$ cat config.mk
export PLATFORM = sky130hd
export DESIGN_NAME = hs_xfer_engine
export DESIGN_NICKNAME = d
export VERILOG_FILES = /design/src/rtl/hs_pkg.sv /design/src/rtl/hs_line_track.sv /design/src/rtl/hs_byte_store.sv /design/src/rtl/hs_xfer_engine.sv
export SDC_FILE = /design/constraint.sdc
export NUM_CORES = 1
export LEC_CHECK = 0
export CORE_MARGIN = 8
export CORE_UTILIZATION = 50
export DETAILED_ROUTE_END_ITERATION = 10
export PLACE_DENSITY = 0.79
export SETUP_SLACK_MARGIN = 0.2
export SLEW_MARGIN = 20
export SYNTH_ARGS = -nofsm -noshare
export SYNTH_HDL_FRONTEND = slang
export SYNTH_SLANG_ARGS = --single-unit
$ cat constraint.sdc
create_clock -name clk -period 2.92 [get_ports clk]
set_input_delay 0.292 -clock clk [delete_from_list [all_inputs] [get_ports clk]]
set_output_delay 0.292 -clock clk [all_outputs]
set_load 0.01 [all_outputs]
$ cat src/rtl/hs_pkg.sv
package hs_pkg;
    localparam int TIP_BIT  = 5;  // host transfer-in-progress line in the port byte
    localparam int TACK_BIT = 4;  // host acknowledge line in the port byte
    localparam int DIR_BIT  = 4;  // shift direction in the control byte, 1 = outbound
    localparam int BW       = 8;

    typedef struct packed {
        logic tip_n;
        logic tack_n;
    } hs_lines_t;
endpackage

$ cat src/rtl/hs_line_track.sv
module hs_line_track
    import hs_pkg::*;
(
    input  logic          clk,
    input  logic          rst_n,
    input  logic          upd,
    input  logic          pb_wr,
    input  logic [BW-1:0] pb_wdata,
    output logic          tip_n,
    output logic          tack_n,
    output logic          last_tip_n,
    output logic          pair_chg,
    output logic          tack_chg
);
    hs_lines_t cur_d, cur_q, last_d, last_q, now_v;

    always_comb begin
        now_v = cur_q;
        if (pb_wr) begin
            now_v.tip_n  = pb_wdata[TIP_BIT];
            now_v.tack_n = pb_wdata[TACK_BIT];
        end
        cur_d  = now_v;
        last_d = upd ? now_v : last_q;
    end

    always_ff @(posedge clk or negedge rst_n) begin
        if (!rst_n) begin
            cur_q  <= '{tip_n: 1'b1, tack_n: 1'b1};
            last_q <= '{tip_n: 1'b1, tack_n: 1'b1};
        end else begin
            cur_q  <= cur_d;
            last_q <= last_d;
        end
    end

    assign tip_n      = now_v.tip_n;
    assign tack_n     = now_v.tack_n;
    assign last_tip_n = last_q.tip_n;
    assign pair_chg   = (now_v != last_q);
    assign tack_chg   = (now_v.tack_n != last_q.tack_n);
endmodule

$ cat src/rtl/hs_byte_store.sv
module hs_byte_store #(
    parameter int DEPTH = 16,
    parameter int DW    = 8,
    localparam int AW   = (DEPTH > 1) ? $clog2(DEPTH) : 1
) (
    input  logic          clk,
    input  logic          we,
    input  logic [AW-1:0] waddr,
    input  logic [DW-1:0] wdata,
    input  logic [AW-1:0] raddr,
    output logic [DW-1:0] rdata
);
    logic [DW-1:0] mem_q [DEPTH];

    always_ff @(posedge clk) begin
        if (we) mem_q[waddr] <= wdata;
    end

    assign rdata = mem_q[raddr];
endmodule

$ cat src/rtl/hs_xfer_engine.sv
module hs_xfer_engine
    import hs_pkg::*;
#(
    parameter int OUT_DEPTH = 16,
    parameter int IN_DEPTH  = 16,
    localparam int OAW = (OUT_DEPTH > 1) ? $clog2(OUT_DEPTH) : 1,
    localparam int OLW = $clog2(OUT_DEPTH + 1),
    localparam int IAW = (IN_DEPTH > 1) ? $clog2(IN_DEPTH) : 1,
    localparam int ILW = $clog2(IN_DEPTH + 1)
) (
    input  logic           clk,
    input  logic           rst_n,
    input  logic           pb_wr,
    input  logic [7:0]     pb_wdata,
    input  logic           ctl_wr,
    input  logic [7:0]     ctl_wdata,
    input  logic           sr_wr,
    input  logic [7:0]     sr_wdata,
    input  logic           in_wr,
    input  logic [IAW-1:0] in_waddr,
    input  logic [7:0]     in_wdata,
    input  logic           in_load,
    input  logic [ILW-1:0] in_len,
    input  logic [OAW-1:0] ob_raddr,
    output logic [7:0]     ob_rdata,
    output logic           treq_n,
    output logic [7:0]     shift_data,
    output logic           sr_evt,
    output logic           pkt_done,
    output logic [OLW-1:0] pkt_len
);
    typedef struct packed {
        logic [BW-1:0]  sr;
        logic           dir_out;
        logic [OLW-1:0] oidx;
        logic [ILW-1:0] iidx;
        logic [ILW-1:0] isize;
        logic           treq_n;
        logic           evt;
        logic           done;
        logic [OLW-1:0] len;
    } eng_t;

    eng_t d, q;

    logic           upd;
    logic           tip_n, tack_n, last_tip_n, pair_chg, tack_chg;
    logic           ob_we;
    logic [BW-1:0]  sr_base;
    logic [ILW-1:0] iidx_b, isize_b;
    logic [BW-1:0]  in_rdata;

    assign upd = pb_wr | ctl_wr | in_load;

    hs_line_track u_lines (
        .clk        (clk),
        .rst_n      (rst_n),
        .upd        (upd),
        .pb_wr      (pb_wr),
        .pb_wdata   (pb_wdata),
        .tip_n      (tip_n),
        .tack_n     (tack_n),
        .last_tip_n (last_tip_n),
        .pair_chg   (pair_chg),
        .tack_chg   (tack_chg)
    );

    hs_byte_store #(.DEPTH(OUT_DEPTH), .DW(BW)) u_obuf (
        .clk   (clk),
        .we    (ob_we),
        .waddr (q.oidx[OAW-1:0]),
        .wdata (sr_base),
        .raddr (ob_raddr),
        .rdata (ob_rdata)
    );

    hs_byte_store #(.DEPTH(IN_DEPTH), .DW(BW)) u_ibuf (
        .clk   (clk),
        .we    (in_wr),
        .waddr (in_waddr),
        .wdata (in_wdata),
        .raddr (iidx_b[IAW-1:0]),
        .rdata (in_rdata)
    );

    always_comb begin
        d      = q;
        d.evt  = 1'b0;
        d.done = 1'b0;
        ob_we  = 1'b0;

        sr_base = sr_wr ? sr_wdata : q.sr;
        d.sr    = sr_base;
        if (ctl_wr) d.dir_out = ctl_wdata[DIR_BIT];

        // a new inbound packet restarts the read position before evaluation
        isize_b = q.isize;
        iidx_b  = q.iidx;
        if (in_load) begin
            isize_b = (in_len > ILW'(IN_DEPTH)) ? ILW'(IN_DEPTH) : in_len;
            iidx_b  = '0;
        end
        d.isize = isize_b;
        d.iidx  = iidx_b;

        if (upd) begin
            if (!tip_n) begin
                if (d.dir_out) begin
                    if (pair_chg && (q.oidx < OLW'(OUT_DEPTH))) begin
                        ob_we  = 1'b1;
                        d.oidx = q.oidx + OLW'(1);
                        d.evt  = 1'b1;
                    end
                end else if (pair_chg && (iidx_b < isize_b)) begin
                    d.sr   = in_rdata;
                    d.iidx = iidx_b + ILW'(1);
                    if ((iidx_b + ILW'(1)) >= isize_b) d.treq_n = 1'b1;
                    d.evt  = 1'b1;
                end
            end else begin
                if (last_tip_n && tack_chg) begin
                    d.treq_n = tack_n;
                    d.evt    = 1'b1;
                end else begin
                    if (!last_tip_n) begin
                        d.evt = 1'b1;
                        if (q.oidx != '0) begin
                            d.done = 1'b1;
                            d.len  = q.oidx;
                        end
                        d.oidx = '0;
                    end
                    if (iidx_b < isize_b) d.treq_n = 1'b0;
                end
            end
            if (in_load) d.evt = 1'b1;
        end
    end

    always_ff @(posedge clk or negedge rst_n) begin
        if (!rst_n) begin
            q        <= '0;
            q.treq_n <= 1'b1;
        end else begin
            q <= d;
        end
    end

    assign treq_n     = q.treq_n;
    assign shift_data = q.sr;
    assign sr_evt     = q.evt;
    assign pkt_done   = q.done;
    assign pkt_len    = q.len;

    // outbound index never passes the buffer size
    assert_no_overflow_R3: assert property (@(posedge clk) disable iff (!rst_n)
        q.oidx <= OLW'(OUT_DEPTH));

    // every stored byte is accompanied by a shift event
    assert_store_evt_R2: assert property (@(posedge clk) disable iff (!rst_n)
        (q.oidx > $past(q.oidx)) |-> q.evt);

    // a completion reports a nonzero length and leaves the index at slot 0
    assert_done_len_R7: assert property (@(posedge clk) disable iff (!rst_n)
        q.done |-> (q.len != '0) && (q.oidx == '0) && q.evt);

    // taking the last inbound byte releases the request line
    assert_last_release_R5: assert property (@(posedge clk) disable iff (!rst_n)
        ((q.iidx == $past(q.iidx) + ILW'(1)) && (q.iidx == q.isize)) |-> q.treq_n);
endmodule

* Yosys cells after proc, flatten, opt, wreduce, memory -nomap -nowiden *
Memory sizes are Yosys's and may differ from the RTL's.
Index checks and enable logic that the tools add are counted.

storage, ports and cells
  bits in registers = 36
  output and inout port bits = 24
  input bits = 52
  word-level logic and storage cells = 82
  memories kept = 2
  RAM bits = 256

memories
  memory        words  width  rd ports  clocked after Yosys merged registers in  wr ports  RTL line             source
  u_ibuf.mem_q  16     8      1         0                                        1         hs_byte_store.sv:13  logic [DW-1:0] mem_q [DEPTH];
  u_obuf.mem_q  16     8      1         0                                        1         hs_byte_store.sv:13

cells by class
  equality and inequality tests = 6
  reduce and logical (&&, ||, !) cells = 11
  $lt $le $gt $ge = 4
  muxes and demuxes = 40
  bitwise logic cells = 4
  add/sub/neg operators = 2

operators by type and width
  operator               count
  $mux W5                12
  $mux W8                5
  $mux W6                3
  $reduce_and A5 Y1      3
  $mux W1                14
  $mux W7                2
  $add A5 B1 Y5 const B  2
  $mux W2                4
  $reduce_bool A2 Y1     4
  $ge A5 B5 Y1           1
  $gt A5 B5 Y1 const B   1
  $lt A5 B5 Y1           1
  $lt A5 B5 Y1 const B   1
  $reduce_bool A5 Y1     1
  $ne A2 B2 Y1 const B   2
  $logic_and A1 B1 Y1    3
  $ne A3 B3 Y1 const B   1
  $ne A2 B1 Y1 const B   1
  $ne A2 B2 Y1           1
  $not A1 Y1             2
  $or A1 B1 Y1           2
  $ne A1 B1 Y1           1

* Longest topological paths before layout *
Gate-level depths: netlist (run 1).

  depth after elaboration = 10
  depth in mapped cells = 13
  depth with buffers taken out = 10

* Hierarchy *
From an unflattened synthesis (run 1), not the netlist that was laid out.

second synthesis, totals
  cells, all modules = 636
  area total of the unflattened synthesis = 12,030.3 um2

by module, submodules not included
  module          sequential area each (um2)  instances  cells an instance  area an instance (um2)
  hs_byte_store   3,843.7                     2          221                4,987.3
  hs_xfer_engine  802.0                       1          179                1,878.1
  hs_line_track   105.1                       1          15                 177.7

* Least setup slack after synthesis (run 1) *
Ideal clock, no wire load.

  kind = flip-flop to flip-flop
  start = register q[13] (netlist bit)
  end = register q[14] (netlist bit)
  slack = 214 ps
  path buffers = 5
  required time = 2,795 ps
  library setup time = 125 ps
  cell stages (with the launch flop) = 13
  period minus slack after synthesis = 2,706 ps
  data arrival time = 2,581 ps
  path through = dfrtp_1 -> buf_2 -> nor2b_1 -> buf_2 -> buf_4 -> inv_1 -> ha_1 -> a311o_1 -> a211o_1 -> nand4bb_1 -> buf_6 -> buf_12 -> mux2_4

RTL lines
  item         RTL line              source
  from (decl)  hs_xfer_engine.sv:44  eng_t d, q;

* Worst setup path in the final report (run 1) *
  start = memory u_obuf.mem_q[8][2]
  end = output ob_rdata[2]

on the way
  word-level cells in the longest chain between the ends = 1

ends and longest elaborated chain
  item            RTL line              source
  from (decl)     hs_byte_store.sv:13
  $mem_v2 Z16 W8  n/a
  to (decl)       hs_xfer_engine.sv:25  output logic [7:0] ob_rdata,

No other way between the ends.

==> load_flow_metrics.sql, run 1 <==
INSERT INTO impl_metrics (metric_group, metric, value, unit) VALUES
('logic_synthesis', 'yosys_register_bits', '292', ''),
('pwr', 'ir_worst_vdd', '589', 'µV'),
('die', 'coreArea', '24100', 'µm²'),
('placed_design', 'final_wtd_congestion', '0.845', ''),
('job', 'max_cap_viols', '0', ''),
('logic_synthesis', 'gate_count_of_the_mapped_netlist', '705', ''),
('min_path', 'hold_depth', '3', ''),
('timing', 'rsz_0062_raised_after_global_routing', 'yes', ''),
('timing', 'finalWorstSetupSlack', '249', 'ps'),
('routing', 'antenna_violating_nets_post_route', '0', ''),
('setup_path', 'worstSetupPathType', 'flip-flop to primary output', ''),
('setup_path', 'crit_path_start_kind', 'flip-flop', ''),
('clock_tree', 'cts_root_cell', 'sky130_fd_sc_hd__clkbuf_16', ''),
('routing', 'wire_per_inst', '21.7', 'µm'),
('clock_tree', 'cts_buffers', '29', ''),
('timing', 'relSlewSlack', '25.4', '%'),
('cells_and_area', 'n_antenna_cell', '0', ''),
('placed_design', 'dp_worst_setup_slack', '47.3', 'ps'),
('cells_and_area', 'syn2layout_area_growth', '17.3', '%'),
('grt', 'first_global_vias', '6897', ''),
('setup_path', 'ff2ff_setup_slack', '480', 'ps'),
('min_path', 'hold_start', 'in_len[2]', ''),
('setup_path', 'critPathCaptureType', 'primary output', ''),
('routing', 'routed_wirelength', '24800', 'µm'),
('timing', 'endpoints_failing_hold', '0', ''),
('die', 'die-area', '29500', 'µm²'),
('timing', 'setup_viol', '0', ''),
('logic_synthesis', 'synthesized_netlist_net_count', '768', ''),
('die', 'std_cell_rows', '57', ''),
('timing', 'crit_path_time_final', '2670', 'ps'),
('grt', 'grt_max_degree', '37', ''),
('clock_tree', 'clk_pin_slew_worst_paths', '60', 'ps'),
('setup_path', 'rr_worst_depth', '7', ''),
('logic_synthesis', 'netlist_area', '12100', 'µm²'),
('die', 'die_width', '172', 'µm'),
('timing', 'slew_viol_final', '0', ''),
('timing', 'finalCritPeriodShare', '91.5', '%'),
('clock_tree', 'number_of_clock_sinks_seen_by_cts', '292', ''),
('timing', 'fin_skew', '17.6', 'ps'),
('cells_and_area', 'design.final.nets', '861', ''),
('cells_and_area', 'layout.filler_cells', '1804', ''),
('logic_synthesis', 'number_of_different_library_cells_in_the_post_synthesis_netlist', '60', ''),
('logic_synthesis', 'synth-warning-count', '0', ''),
('clock_tree', 'cts_tree', 'built', ''),
('logic_synthesis', 'synthArstFlopShare', '12.3', '%'),
('routing', 'drt_first_pass_iters', '5', ''),
('routing', 'routed-via-count', '6568', ''),
('placed_design', 'post-dp-hpwl', '16200', 'µm'),
('grt', 'initial_antenna_violation_count', '0', ''),
('timing', 'setup-tns-final', '0', 'ps'),
('placed_design', 'buffer_ports.inserted', '62', ''),
('timing', 'worst-slew-pin-transition', '1110', 'ps'),
('die', 'floorplan.die.height', '172', 'µm'),
('die', 'design.portCount', '76', ''),
('logic_synthesis', 'synth_enable_flop_cells', '256', ''),
('die', 'initial_core_utilization', '50.4', '%'),
('setup_path', 'critical_path_maximum_fanout', '1', ''),
('cells_and_area', 'post_route_cells_drive_above_1_share', '24.8', '%'),
('pwr', 'static_power_due_to_leakage', '4.89', 'nW'),
('grt', 'globalRoute.totalOverflow', '0', ''),
('logic_synthesis', 'postSynthAreaPerCell', '17.2', 'µm²'),
('grt', 'grtUsageTotal', '16.9', '%'),
('routing', 'post_route_drc_violation_count', '0', ''),
('setup_path', 'r2r_start', 'u_lines.cur_q[1]', ''),
('pwr', 'power.density', '676', 'nW/µm²'),
('routing', 'drt-vias-per-instance', '5.75', ''),
('clock_tree', 'htree_num_levels', '1', ''),
('clock_tree', 'worstSkewPairLatency', '540', 'ps'),
('outcome', 'status', 'finished clean', ''),
('routing', 'detail_route.iter0.violations', '510', ''),
('setup_path', 'critical_path_arrival', '2380', 'ps'),
('min_path', 'worstHoldEndpoint', 'q[10]', ''),
('min_path', 'holdCritPathClass', 'input port to flip-flop', ''),
('grt', 'grt_pass1_wl', '38400', 'µm'),
('logic_synthesis', 'synth-seq-area-share', '70.8', '%'),
('logic_synthesis', 'synth_flop_cell', 'sky130_fd_sc_hd__edfxtp_1', ''),
('timing', 'max_freq', '374', 'MHz'),
('setup_path', 'crit-reg2reg-capture', 'u_obuf.mem_q[2][3]', ''),
('clock_tree', 'cts_max_path_buffers', '3', ''),
('setup_path', 'critical_path_required', '2630', 'ps');
-- cell usage after synthesis (6+ instances only) --
library cell	instances	area [µm²]
sky130_fd_sc_hd__mux2i_1	19	190
sky130_fd_sc_hd__edfxtp_1	256	7690
sky130_fd_sc_hd__inv_1	16	60.1
sky130_fd_sc_hd__a221oi_1	9	78.8
sky130_fd_sc_hd__buf_4	15	113
sky130_fd_sc_hd__buf_2	10	50.1
sky130_fd_sc_hd__nor2_1	35	131
sky130_fd_sc_hd__ha_1	11	138
sky130_fd_sc_hd__a22oi_1	8	60.1
sky130_fd_sc_hd__a21oi_1	39	195
sky130_fd_sc_hd__dfrtp_1	31	776
sky130_fd_sc_hd__nor3_1	9	45.0
sky130_fd_sc_hd__nand3_1	7	35.0
sky130_fd_sc_hd__mux2_4	7	105
sky130_fd_sc_hd__nand2_1	21	78.8
sky130_fd_sc_hd__clkbuf_1	15	56.3
sky130_fd_sc_hd__o21ai_0	32	160
sky130_fd_sc_hd__a32o_1	8	80.1
sky130_fd_sc_hd__mux4_2	40	901
sky130_fd_sc_hd__mux2_2	45	507
sky130_fd_sc_hd__nand2b_1	6	37.5
-- per-layer routing --
metal	global-route usage (%)	part of all wire [%]	up-vias
li1	-	-	2960
met1	21.2	39	3318
met2	30.0	52	241
met3	2.78	5.8	49
met4	4.87	2.7	0
met5	0	0	-
-- cell usage in the layout (no fill, tap or decap), drive strengths merged, types with 2 or more instances in the layout --
| cell | n |
|---|---|
| a21oi | 39 |
| a221oi | 9 |
| a22oi | 8 |
| a31oi | 2 |
| a32o | 8 |
| buf | 48 |
| bufinv | 3 |
| clkbuf | 36 |
| clkdlybuf4s50 | 54 |
| clkinv | 9 |
| clkinvlp | 4 |
| dfrtp | 31 |
| dfstp | 5 |
| dlymetal6s2s | 5 |
| edfxtp | 256 |
| ha | 11 |
| inv | 18 |
| mux2 | 55 |
| mux2i | 20 |
| mux4 | 40 |
| nand2 | 22 |
| nand2b | 6 |
| nand3 | 7 |
| nand3b | 5 |
| nor2 | 37 |
| nor2b | 5 |
| nor3 | 10 |
| nor4 | 2 |
| o21a | 2 |
| o21ai | 35 |
| xnor2 | 4 |
| xor2 | 3 |
-- flip-flops by register name, summed over array words and instances, names as in the netlist, 2 cells and up --
name           flops
q                 16
shift_data         8
u_ibuf.mem_q     128
u_obuf.mem_q     128
u_lines.cur_q      2
pkt_len            5
-- metrics by stage --
| stage | cells | hold WS, ps | total power, W | instance area, µm² | util [%] |
|---|---|---|---|---|---|
| finish | 1143 | 388 | 0.00963 | 14200 | 59.1 |
| global route | 1143 | 412 | 0.00995 | 14200 | 59.1 |
| CTS | 1142 | 383 | 0.00968 | 14200 | 58.9 |
| detailed placement | 1089 | 436 | 0.00607 | 13300 | 55.0 |
| global placement | 1089 | 429 | 0.00603 | 13300 | 55.0 |
| floorplan | 705 | -3.59 | 0.00566 | 12100 | - |
-- kinds of logic (layout without fill, tap and decap cells) --
kind of cell	count (synthesis)	in the layout	share of synthesized area, %
AND/OR/NAND/NOR	99	99	4.02
adder cells (fa/ha/maj)	12	12	1.22
XOR/XNOR	7	7	0.567
AO/OA/AOI/OAI	115	115	5.98
buffers and inverters	65	179	2.96
flip-flops	292	292	70.8
multiplexers	115	115	14.5
-- power breakdown --
group	internal [W]	switching, W	total (W)
Combinational	0.000543	0.000605	0.00115
Sequential	0.00475	0.0000822	0.00484
Clock	0.00213	0.00151	0.00364
Total	0.00743	0.00219	0.00963
-- final cells by class --
| type | count | area, µm² | share of cell area, % |
|---|---|---|---|
| clock inverter | 17 | 170 | 1.19 |
| sequential | 292 | 8590 | 60.3 |
| timing repair buffer | 110 | 1050 | 7.38 |
| clock buffer | 35 | 768 | 5.39 |
| multi-input combinational | 348 | 3190 | 22.4 |
| inverter | 17 | 63.8 | 0.448 |
| tap | 324 | 405 | 2.85 |
-- worst max-delay path: stages, from the launching register on --
cell,delay [ps]
sky130_fd_sc_hd__edfxtp_1,370
sky130_fd_sc_hd__mux4_2,520
sky130_fd_sc_hd__mux4_2,480
sky130_fd_sc_hd__clkdlybuf4s50_1,500
-- worst max-delay path by stage --
stage	startpoint	to	slack, ps	cells past startpoint
5_1_grt	u_obuf.mem_q[10][2]	ob_rdata[2]	180	3
2_1_floorplan	q[13]	q[14]	210	12
4_1_cts	u_obuf.mem_q[9][5]	ob_rdata[5]	210	3
3_3_place_gp	in_load	shift_data[1]	100	10
3_5_place_dp	pb_wr	u_obuf.mem_q[2][2]	50	8
6_report	u_obuf.mem_q[8][2]	ob_rdata[2]	250	3
-- timing repair --
| item | 4_1_cts | 5_1_grt |
|---|---|---|
| buffers inserted | 0 | 0 |
| endpoints found under the hold margin | 31 | 0 |
| endpoints found under the setup margin | 1 | 6 |
| hold buffers | 1 | 0 |
| cloned | 0 | 1 |
| resized for setup | 1 | 6 |
| pin swaps | 0 | 0 |
Note: power is estimated with default switching activity, not from simulation.
==> inputs of run 2 (changes only) <==
Settings changed: CORE_UTILIZATION 50 to 53, PLACE_DENSITY 0.79 to 0.82.
==> load_flow_metrics.sql, run 2 (same netlist as run 1, synthesis figures left out) <==
INSERT INTO impl_metrics (metric_group, metric, value, unit) VALUES
('outcome', 'status', 'finished clean', ''),
('grt', 'initial_antenna_violation_count', '0', ''),
('setup_path', 'r2r_start', 'q[13]', ''),
('routing', 'detail_route.iter0.violations', '720', ''),
('timing', 'max_freq', '395', 'MHz'),
('die', 'design.portCount', '76', ''),
('die', 'die_width', '167', 'µm'),
('grt', 'globalRoute.totalOverflow', '0', ''),
('timing', 'setup_viol', '0', ''),
('clock_tree', 'cts_root_cell', 'sky130_fd_sc_hd__clkbuf_16', ''),
('clock_tree', 'cts_tree', 'built', ''),
('clock_tree', 'cts_buffers', '28', ''),
('setup_path', 'cpMaxStageDelayCell', 'sky130_fd_sc_hd__mux4_2', ''),
('routing', 'drt_first_pass_iters', '5', ''),
('die', 'die-area', '28000', 'µm²'),
('cells_and_area', 'post_route_cells_drive_above_1_share', '24.5', '%'),
('routing', 'routed_wirelength', '24900', 'µm'),
('setup_path', 'crit_path_start_kind', 'flip-flop', ''),
('grt', 'first_global_vias', '6778', ''),
('clock_tree', 'clk_pin_slew_worst_paths', '60', 'ps'),
('die', 'initial_core_utilization', '53.8', '%'),
('grt', 'grt_pass1_wl', '38700', 'µm'),
('min_path', 'holdCritPathClass', 'input port to flip-flop', ''),
('cells_and_area', 'syn2layout_area_growth', '16.5', '%'),
('timing', 'relSlewSlack', '44.9', '%'),
('die', 'coreArea', '22600', 'µm²'),
('pwr', 'ir_worst_vdd', '477', 'µV'),
('cells_and_area', 'layout.cells.most_common_list', 'sky130_fd_sc_hd__edfxtp_1 (256), sky130_fd_sc_hd__clkdlybuf4s50_1 (52), sky130_fd_sc_hd__mux2_2 (45)', ''),
('timing', 'worst-slew-pin-transition', '827', 'ps'),
('timing', 'slew_viol_final', '0', ''),
('setup_path', 'worstSetupPathType', 'flip-flop to primary output', ''),
('timing', 'setup-tns-final', '0', 'ps'),
('grt', 'grtUsageTotal', '17.7', '%'),
('pwr', 'static_power_due_to_leakage', '4.86', 'nW'),
('routing', 'antenna_violating_nets_post_route', '0', ''),
('setup_path', 'cp_slowest_stage_delay', '520', 'ps'),
('min_path', 'hold_start', 'in_len[2]', ''),
('setup_path', 'critPathLaunch', 'u_obuf.mem_q[2][6]', ''),
('clock_tree', 'number_of_clock_sinks_seen_by_cts', '292', ''),
('cells_and_area', 'most_common_cell_after_layout_fill_and_taps_aside', 'sky130_fd_sc_hd__edfxtp_1', ''),
('cells_and_area', 'n_antenna_cell', '0', ''),
('routing', 'wire_per_inst', '22.7', 'µm'),
('placed_design', 'post-dp-hpwl', '16100', 'µm'),
('clock_tree', 'cts_setup_buffers', '0', ''),
('timing', 'rsz_0062_raised_after_global_routing', 'no', ''),
('timing', 'fin_skew', '14.4', 'ps'),
('setup_path', 'crit_path_cell_trace', 'mux4_2 > mux4_2 > dlygate4sd2_1', ''),
('clock_tree', 'htree_num_levels', '1', ''),
('cells_and_area', 'design.final.nets', '857', ''),
('setup_path', 'critPathCaptureType', 'primary output', ''),
('setup_path', 'critical_path_maximum_fanout', '1', ''),
('timing', 'finalCritPeriodShare', '86.8', '%'),
('clock_tree', 'worstSkewPairLatency', '540', 'ps'),
('cells_and_area', 'top_regs', 'u_ibuf.mem_q: 128 flops, u_obuf.mem_q: 128 flops, q: 16 flops', ''),
('placed_design', 'final_wtd_congestion', '0.820', ''),
('setup_path', 'crit_path_frequent_cell', 'sky130_fd_sc_hd__mux4_2', ''),
('routing', 'drt-vias-per-instance', '5.99', ''),
('routing', 'routed-via-count', '6599', ''),
('setup_path', 'critical_path_required', '2630', 'ps'),
('cells_and_area', 'design_area', '14100', 'µm²'),
('die', 'std_cell_rows', '55', ''),
('pwr', 'power.density', '676', 'nW/µm²'),
('placed_design', 'buffer_ports.inserted', '62', ''),
('placed_design', 'dp_worst_setup_slack', '87.3', 'ps'),
('timing', 'endpoints_failing_hold', '0', ''),
('placed_design', 'area_after_dpl', '13200', 'µm²'),
('timing', 'crit_path_time_final', '2530', 'ps'),
('timing', 'finalWorstSetupSlack', '387', 'ps'),
('setup_path', 'critical_path_arrival', '2240', 'ps'),
('grt', 'grt_max_degree', '37', ''),
('routing', 'post_route_drc_violation_count', '0', ''),
('job', 'max_cap_viols', '0', ''),
('die', 'floorplan.die.height', '167', 'µm'),
('clock_tree', 'cts_max_path_buffers', '3', '');
## run 2: cell count changes in the layout (fill, tap and decap cells not counted), sizes merged
cell and change:
dlygate4sd2 +4, clkinv +3, clkinvlp -3, buf -2
clkdlybuf4s50 -2, dlymetal6s2s -2, inv -1
## run 2: timing repair
action                     CTS  global route
gates resized for setup      5             3
hold buffers                 1             0
gates cloned                 0             0
setup endpoints to repair    5             3
hold endpoints to repair    31             0
## run 2: worst paths after layout
kind / end / slack (ps) / cells past startpoint
setup / recovery: ob_rdata[6] / 390 / 3
hold / removal: q[10] / 390 / 3
setup reg to reg: shift_data[7] / 510 / 8
hold reg to reg: pkt_len[1] / 500 / 2
max in group asynchronous: shift_data[3] / 2000 / 2
min in group asynchronous: q[11] / 400 / 2
## run 2: power by group
part	internal [W]	leakage [nW]	switching [W]
clock	0.00210	0.458	0.00147
sequential	0.00475	2.76	0.0000861
combinational	0.000537	1.64	0.000611
## run 2: layout make-up
class | count | area [µm²]
clock buffers | 36 | 761
clock inverters | 16 | 165
fillers | 1566 | 8430
inverters | 17 | 63.8
multi-input cells | 348 | 3200
flip-flops and latches | 292 | 8590
well taps | 285 | 357
repair buffers | 107 | 1000
## run 2: critical path, delay by kind of cell, from the launching register on
family   cells  cell delay (ps)
mux          2              990
flops        1              410
buf+inv      1              300
## run 2: per-layer routing
layer / routed length [µm] / global-route usage (%) / share of wire, %
met3: 1580 / 3.29 / 6.3
met1: 9870 / 22.0 / 40
met2: 12800 / 31.1 / 51
met4: 681 / 5.24 / 2.7
met5: 0 / 0 / 0
## run 2: metrics by stage
stage                     std cells  hold slack, ps  util [%]  total power, W
final                          1101             389      62.6         0.00956
after global routing           1101             433      62.6         0.00987
after CTS                      1101             377      62.6         0.00962
after detailed placement       1048             442      58.5         0.00607
after global placement         1048             427      58.5         0.00603
after floorplan                 705           -3.59         -         0.00566
==> inputs of run 3 (changes only) <==
Settings changed: CTS_CLUSTER_DIAMETER set to 120.
==> results of run 3 <==
The final DEF is identical to that of run 2; final timing and power are the same.
